File: src/rtl/crc_gen_pkg.sv
package crc_gen_pkg;
  localparam int CRC_W    = 16;
  localparam int BYTE_W   = 8;
  localparam int NARROW_W = 8;
  localparam int SEL_W    = 2;

  typedef enum logic [SEL_W-1:0] {
    POLY_N8   = 2'd0,
    POLY_A16  = 2'd1,
    POLY_C16  = 2'd2,
    POLY_C16B = 2'd3
  } poly_e;

  typedef struct packed {
    logic clr;
    logic upd;
  } strobe_t;

  typedef struct packed {
    poly_e poly;
    logic  lsbFirst;
  } cfg_t;

  function automatic logic isNarrow(poly_e p);
    return p == POLY_N8;
  endfunction

  function automatic logic [CRC_W-1:0] polyNormal(poly_e p);
    case (p)
      POLY_N8:  return 16'h0007;
      POLY_A16: return 16'h8005;
      default:  return 16'h1021;
    endcase
  endfunction

  function automatic logic [CRC_W-1:0] polyReflected(poly_e p);
    case (p)
      POLY_N8:  return 16'h00E0;
      POLY_A16: return 16'hA001;
      default:  return 16'h8408;
    endcase
  endfunction
endpackage

File: src/rtl/crc_ctrl.sv
module crc_ctrl
  import crc_gen_pkg::*;
(
  input  logic             clk,
  input  logic             rstN,
  input  logic             clear,
  input  logic [SEL_W-1:0] polySel,
  input  logic             lsbFirst,
  input  logic             dataValid,
  output strobe_t          strobes,
  output cfg_t             cfg
);
  cfg_t cfgReg;

  always_ff @(posedge clk or negedge rstN) begin
    if (!rstN) begin
      cfgReg.poly     <= POLY_N8;
      cfgReg.lsbFirst <= 1'b0;
    end else if (clear) begin
      cfgReg.poly     <= poly_e'(polySel);
      cfgReg.lsbFirst <= lsbFirst;
    end
  end

  always_comb begin
    strobes.clr = clear;
    strobes.upd = dataValid & ~clear;
  end

  assign cfg = cfgReg;

  // configuration moves only on a clear
  assert_cfg_stable_R9: assert property (@(posedge clk) disable iff (!rstN)
    !clear |=> $stable(cfgReg));
endmodule

File: src/rtl/crc_datapath.sv
module crc_datapath
  import crc_gen_pkg::*;
(
  input  logic              clk,
  input  logic              rstN,
  input  strobe_t           strobes,
  input  cfg_t              cfg,
  input  logic [BYTE_W-1:0] dataIn,
  output logic [CRC_W-1:0]  crcState
);
  localparam logic [CRC_W-1:0] NARROW_MASK = CRC_W'((1 << NARROW_W) - 1);

  logic [CRC_W-1:0] crcReg;
  logic [CRC_W-1:0] crcNext;
  logic [CRC_W-1:0] genNorm;
  logic [CRC_W-1:0] genRefl;
  logic             narrow;

  always_comb begin
    narrow  = isNarrow(cfg.poly);
    genNorm = polyNormal(cfg.poly);
    genRefl = polyReflected(cfg.poly);
  end

  always_comb begin
    logic fb;
    crcNext = crcReg;
    for (int i = 0; i < BYTE_W; i++) begin
      if (cfg.lsbFirst) begin
        fb      = crcNext[0] ^ dataIn[i];
        crcNext = crcNext >> 1;
        if (fb) crcNext = crcNext ^ genRefl;
      end else begin
        fb      = (narrow ? crcNext[NARROW_W-1] : crcNext[CRC_W-1]) ^ dataIn[BYTE_W-1-i];
        crcNext = crcNext << 1;
        if (fb) crcNext = crcNext ^ genNorm;
      end
    end
    if (narrow) crcNext = crcNext & NARROW_MASK;
  end

  always_ff @(posedge clk or negedge rstN) begin
    if (!rstN)            crcReg <= '0;
    else if (strobes.clr) crcReg <= '0;
    else if (strobes.upd) crcReg <= crcNext;
  end

  assign crcState = crcReg;

  assert_clear_zero_R2: assert property (@(posedge clk) disable iff (!rstN)
    strobes.clr |=> crcReg == '0);
  assert_hold_idle_R8: assert property (@(posedge clk) disable iff (!rstN)
    !strobes.clr && !strobes.upd |=> $stable(crcReg));
  assert_narrow_upper_R3: assert property (@(posedge clk) disable iff (!rstN)
    narrow |-> crcReg[CRC_W-1:NARROW_W] == '0);
  assert_update_uses_next_R7: assert property (@(posedge clk) disable iff (!rstN)
    strobes.upd |=> crcReg == $past(crcNext));
endmodule

File: src/rtl/crc_multi_gen.sv
module crc_multi_gen
  import crc_gen_pkg::*;
(
  input  logic              clk,
  input  logic              rstN,
  input  logic              clear,
  input  logic [SEL_W-1:0]  polySel,
  input  logic              lsbFirst,
  input  logic              dataValid,
  input  logic [BYTE_W-1:0] dataIn,
  output logic [CRC_W-1:0]  crcOut
);
  strobe_t strobes;
  cfg_t    cfg;

  crc_ctrl ctrl_i (
    .clk(clk), .rstN(rstN), .clear(clear), .polySel(polySel),
    .lsbFirst(lsbFirst), .dataValid(dataValid), .strobes(strobes), .cfg(cfg)
  );

  crc_datapath dp_i (
    .clk(clk), .rstN(rstN), .strobes(strobes), .cfg(cfg),
    .dataIn(dataIn), .crcState(crcOut)
  );

  assert_reset_zero_R1: assert property (@(posedge clk)
    !rstN |-> crcOut == '0);
endmodule

File: config.mk
export PLATFORM = sky130hd
export DESIGN_NAME = crc_multi_gen
export DESIGN_NICKNAME = d
export VERILOG_FILES = /design/src/rtl/crc_gen_pkg.sv /design/src/rtl/crc_ctrl.sv /design/src/rtl/crc_datapath.sv /design/src/rtl/crc_multi_gen.sv
export SDC_FILE = /design/constraint.sdc
export NUM_CORES = 1
export LEC_CHECK = 0
export ABC_AREA = 1
export BUFFER_PORTS_ARGS = -buffer_cell sky130_fd_sc_hd__clkbuf_2
export CORE_ASPECT_RATIO = 1.1
export CORE_UTILIZATION = 45
export CTS_CLUSTER_DIAMETER = 30
export DETAILED_ROUTE_END_ITERATION = 10
export PLACE_DENSITY = 0.61
export SKIP_CTS_REPAIR_TIMING = 1
export SLEW_MARGIN = 20
export SYNTH_ARGS = -nofsm -noshare
export SYNTH_HDL_FRONTEND = slang
export SYNTH_SLANG_ARGS = --single-unit
File: constraint.sdc
create_clock -name clk -period 5.7 [get_ports clk]
set_input_delay 1.14 -clock clk [delete_from_list [all_inputs] [get_ports clk]]
set_output_delay 1.14 -clock clk [all_outputs]
set_load 0.1 [all_outputs]
# --- After elaboration in Yosys (flattened, before gate mapping) ---
# Cells that the tools add are included.
op_classes:
  bitwise_logic: 34
  eq_ne: 1
  reduce_logical: 2
  muxes: 37
op_table:
  columns: ["operator", "n"]
  rows:
  - ["$mux W16", 27]
  - ["$xor A15 B16 Y16", 8]
  - ["$xor A16 B16 Y16", 8]
  - ["$pmux W16 S2", 2]
  - ["$xor A1 B1 Y1", 16]
  - ["$mux W1", 8]
  - ["$eq A2 B1 Y1 const B", 1]
  - ["$logic_not A2 Y1", 1]
  - ["$reduce_bool A2 Y1", 1]
  - ["$and A1 B1 Y1", 1]
  - ["$not A1 Y1", 1]
word_totals:
  output_inout_bits: 16
  input_bits: 15
  regBits: 19
  wordCells: 77

# --- Longest topological paths before layout ---
logic_depth:
  depth_word: 36
  mapped_depth: 52

# --- Hierarchy ---
# A second synthesis with hierarchy kept.
hier_totals:
  cells_unflattened: 651
  area_unflattened_um2: 3824.9
by_module_without_submodules:
  columns: ["mod", "seq_area_each_um2", "area_each_um2", "instances", "cells_per_inst"]
  rows:
  - ["crc_datapath", 400.4, 3697.3, 1, 635]
  - ["crc_ctrl", 75.1, 127.6, 1, 16]

# --- Worst setup path before layout ---
# No wires, ideal clock.
synth_timing:
  path_type: "in2reg"
  start: "input port dataIn[0]"
  end: "register dp_i.crcReg[0] (netlist: dp_i.crcState[0])"
  stages: 48
  setup_slack_ps: 895
  setup_ps: 120
  n_path_buf: 1
  arrival_ps: 4685
  cell_sequence: "inv_2 > nand2_1 > nand2_2 > nand2_4 > xor2_2 > nand2_1 > nand2_2 > nand2_2 > nand2_1 > nand2_2 > nand2_2 > nand2_1 > nand2_2 > nand2_4 > nand2_1 > nand2_1 > nand2_1 > nand2_2 > [12 not listed] > nand2_1 > nand2_1 > nand3_1 > nand2_2 > nand3_1 > nand3_1 > nand2_1 > nand2_2 > nand2_1 > nand2_1 > nand3_2 > nand2_2 > buf_6 > nand2_1 > nand2_1 > nand3_1 > nand3_1 > nand2_1"
synth_via:
  elab_chain_cells: 34
  elab_cells_between_ends: 61
  cone_classes: "mux: 33; bitwise: 28"
synth_rtl:
  columns: ["item", "line", "source"]
  rows:
  - ["start: declaration", "crc_multi_gen.sv:10", "input logic [BYTE_W-1:0] dataIn,"]
  - ["$xor A1 B1 Y1", "crc_datapath.sv:30", "fb = crcNext[0] ^ dataIn[i];"]
  - ["$mux W16", "crc_datapath.sv:32", "if (fb) crcNext = crcNext ^ genRefl;"]
  - ["$mux W16", "crc_datapath.sv:29", "if (cfg.lsbFirst) begin"]
  - ["$mux W1", "crc_datapath.sv:34", "fb = (narrow ? crcNext[NARROW_W-1] : crcNext[CRC_W-1]) ^ dataIn[BYTE_W-1-i];"]
  - ["$xor A1 B1 Y1", "crc_datapath.sv:34", null]
  - ["$mux W16", "crc_datapath.sv:36", "if (fb) crcNext = crcNext ^ genNorm;"]
  - ["$mux W16", "crc_datapath.sv:29", null]
  - ["$mux W1", "crc_datapath.sv:34", null]
  - ["[18 not listed]", null, null]
  - ["$mux W16", "crc_datapath.sv:29", null]
  - ["$mux W1", "crc_datapath.sv:34", null]
  - ["$xor A1 B1 Y1", "crc_datapath.sv:34", null]
  - ["$mux W16", "crc_datapath.sv:36", null]
  - ["$mux W16 *", "crc_datapath.sv:29", null]
  - ["$mux W16 *", "crc_datapath.sv:39", "if (narrow) crcNext = crcNext & NARROW_MASK;"]
  - ["$mux W16 *", "crc_datapath.sv:45", "else if (strobes.upd) crcReg <= crcNext;"]
  - ["$mux W16 *", "crc_datapath.sv:44", "else if (strobes.clr) crcReg <= '0;"]
  - ["end signal: assignment", "crc_datapath.sv:45", null]
  - ["end: declaration", "crc_datapath.sv:13", "logic [CRC_W-1:0] crcReg;"]
# Mark *: on every way between the ends. The rest lies on a longest branch, timed or not. The select of a mux whose other input is x is not followed.
# A chain may end at the register's enable or synchronous reset.

# --- Worst setup path after layout ---
layout_timing:
  start: "input port dataIn[0]"
  end: "register dp_i.crcReg[10] (netlist: dp_i.crcState[10])"
# Same word-level chain as after synthesis.

==> results.yml <==
status:
  outcome: "completed"
logic_synthesis:
  seq_area_frac_synth_pct: 12.7
  synth_nets: 655
  synth-compound-area-share_pct: 16.1
  synth-seq-cells: 19
  synthSimpleGateAreaFrac_pct: 51.1
  synth_top_family_by_area: "simple AND/OR/NAND/NOR gates"
  yosysTopAreaCell: "nand2_1"
  synth_xor_area_share_pct: 8.15
  synth.most_common_cell: "nand2_1"
  synth_warnings: 0
  yosys.area_share.adder_pct: 0
  yosys-top-cells-area: "nand2_1 18%, nand3_1 13%, dfrtp_1 13%"
  synth_ff_type: "dfrtp_1"
  synth-edff-count: 0
  syn_inst: 640
  synth_commonest_cells: "177 x nand2_1, 97 x nand3_1, 55 x inv_1"
  synthArstFlopShare_pct: 100
  syn_area_sq_mm: 0.00375
  muxShareOfSynthArea_pct: 0
  ys_types: 42
  netlist.area_leader.share_pct: 17.7
  postSynthAreaPerCell_sq_um: 5.86
sta:
  worstMarginPinSlew_ns: 0.596
  timing_hold_violations_final: 0
  max_slew_margin_pct: 59.8
  slew_viol_final: 0
  period_share_pct: 95.1
  period_minus_slack_ns: 5.42
  fin_ws_ns: 0.277
  max_freq_mhz: 184
  setup_viol: 0
  whs_ns: 0.539
  clock_skew_ns: 0.00694
placed_design:
  gp_congestion: 0.991
  dp_hpwl_um: 10800
  dp.cells: 767
  postPlaceCellArea_sq_mm: 0.00397
  pre_cts_ws_ns: -0.158
  portBuffers: 30
critical_path:
  cp_max_fo: 9
  crit_required_ns: 5.91
  crit_path_end_kind: "flip-flop"
  cp_common_cell: "nand2_1"
  startpoint_type: "input port"
  arrival_ns: 5.64
  worst_path_max_delay_cell: "o211ai_1"
  path_class: "input port to flip-flop"
  slowest_delay_ns: 0.20
worst_hold_path:
  hp-class: "flip-flop to flip-flop"
die:
  io_pins: 31
  rows: 34
  die_area_sq_mm: 0.00870
  start_util_pct: 46.9
  die-width_um: 89.0
  die_h_um: 97.7
  fp.coreArea_sq_mm: 0.00800
power_and_ir_drop:
  p_per_area_mw_per_mm2: 342
  p_comb_share_pct: 80.1
  clock_power_share_pct: 7.2
  pwr-share-seq_pct: 12.7
  switchingPower_uw: 922
  cellInternalPower_uw: 575
  p_sw_share_pct: 61.6
  max-vdd-ir-drop_mv: 0.225
  p_leak_nw: 2.23
cells_and_area:
  finalNonFillerCells: 790
  post-route-util_pct: 54.7
  multi_input_area_sq_mm: 0.00303
  layout-drive-gt1-share_pct: 26.2
  area.sequential_sq_um: 477
  area_growth_pct: 16.8
  n_fill_cell: 877
  diodes: 0
  fin_nets: 698
  design_area_sq_mm: 0.00438
clocking:
  cts_made_buffers: 3
  clk_latency_ns: 0.27
  clk_path_buf_depth: 2
  ctsRootBufferMaster: "clkbuf_8"
  htreeDepth: 1
  numClockSinks: 19
  clk_pin_slew_ns: 0.08
  cts_tree: "built"
flow_run:
  max_cap_viol_count: 0
drt:
  antenna_left: 0
  detail_route.vias_per_cell: 5.87
  wl_um: 14100
  firstDrtPassIters: 6
  drc: 0
  drt_iter0_markers: 372
  vias: 4641
  wl_per_cell_um: 17.9
grt:
  overflow: 0
  grt_pass1_vias: 4001
  grt_max_degree: 51
  grt_usage_pct: 32.8
  grt_pass1_wl_um: 21600
  antenna_found_initial: 0
## registers in the layout, indices dropped and copies added, names as in the netlist
name / count
dp_i.crcState: 16
ctrl_i.cfg: 3
## routing by layer
metal / GRT usage (%) / routed length [um]
met5: 0 / 0
met3: 2.80 / 1180
met1: 44.6 / 5680
met4: 11.4 / 626
met2: 53.8 / 6650
## per-stage QoR
stage	total power, mW	TNS [ns]
global route	1.60	-0.0417
detailed placement	1.25	-0.925
finish	1.50	0
global placement	1.24	-0.110
floorplan	1.01	0
CTS	1.36	0
## worst paths after layout
path,startpoint,to,slack [ns],cells after the start
setup / recovery,dataIn[0],dp_i.crcState[10],0.28,48
hold / removal,dp_i.crcState[12],dp_i.crcState[12],0.54,2
setup reg to reg,ctrl_i.cfg[2],dp_i.crcState[10],0.44,48
hold reg to reg,dp_i.crcState[12],dp_i.crcState[12],0.54,2
max in group asynchronous,rstN,ctrl_i.cfg[0],4.50,1
min in group asynchronous,rstN,dp_i.crcState[5],0.82,1
## power by group through the flow
stage | Clock (mW) | Combinational (mW) | Sequential [mW]
finish | 0.107 | 1.20 | 0.190
floorplan | 0 | 0.698 | 0.312
global placement | 0 | 1.05 | 0.190
CTS | 0.107 | 1.07 | 0.188
global route | 0.114 | 1.29 | 0.192
detailed placement | 0 | 1.06 | 0.191
## logic make-up after synthesis
family          Yosys count
flops                    19
buf+inv                  94
xor+xnor                 34
compound gates          102
simple gates            391
## cells in the final DEF, fill, tap and decap left out, types with 4 or more instances in the layout
master / netlist / routed
nor2_1: 35 / 34
nand3_2: 14 / 24
clkbuf_2: 0 / 29
o21ai_0: 38 / 38
inv_1: 55 / 55
nand4_1: 12 / 12
o21ai_1: 6 / 6
inv_2: 8 / 7
nand2_1: 177 / 163
nand2_4: 9 / 20
inv_6: 1 / 4
buf_4: 14 / 36
nand3_1: 97 / 83
nand3_4: 1 / 5
o211ai_1: 13 / 13
o22ai_1: 5 / 5
nand3b_1: 6 / 6
a21oi_1: 24 / 23
dfrtp_1: 19 / 18
nand2_2: 35 / 38
xor2_1: 31 / 31
## worst max-delay path: cells and delay by family
kind	cells	cell delay, ns
buf+inv	5	0.48
compound gates	1	0.20
simple gates	41	3.63
xor+xnor	1	0.16
## cell type report
cell class / count / area share (%)
inverter: 67 / 6.20
clock buffer: 3 / 0.943
tap: 108 / 3.09
clock inverter: 1 / 0.172
multi-input combinational: 527 / 69.2
timing repair buffer: 65 / 9.49
sequential: 19 / 10.9
Note: power is estimated with default switching activity, not from simulation.
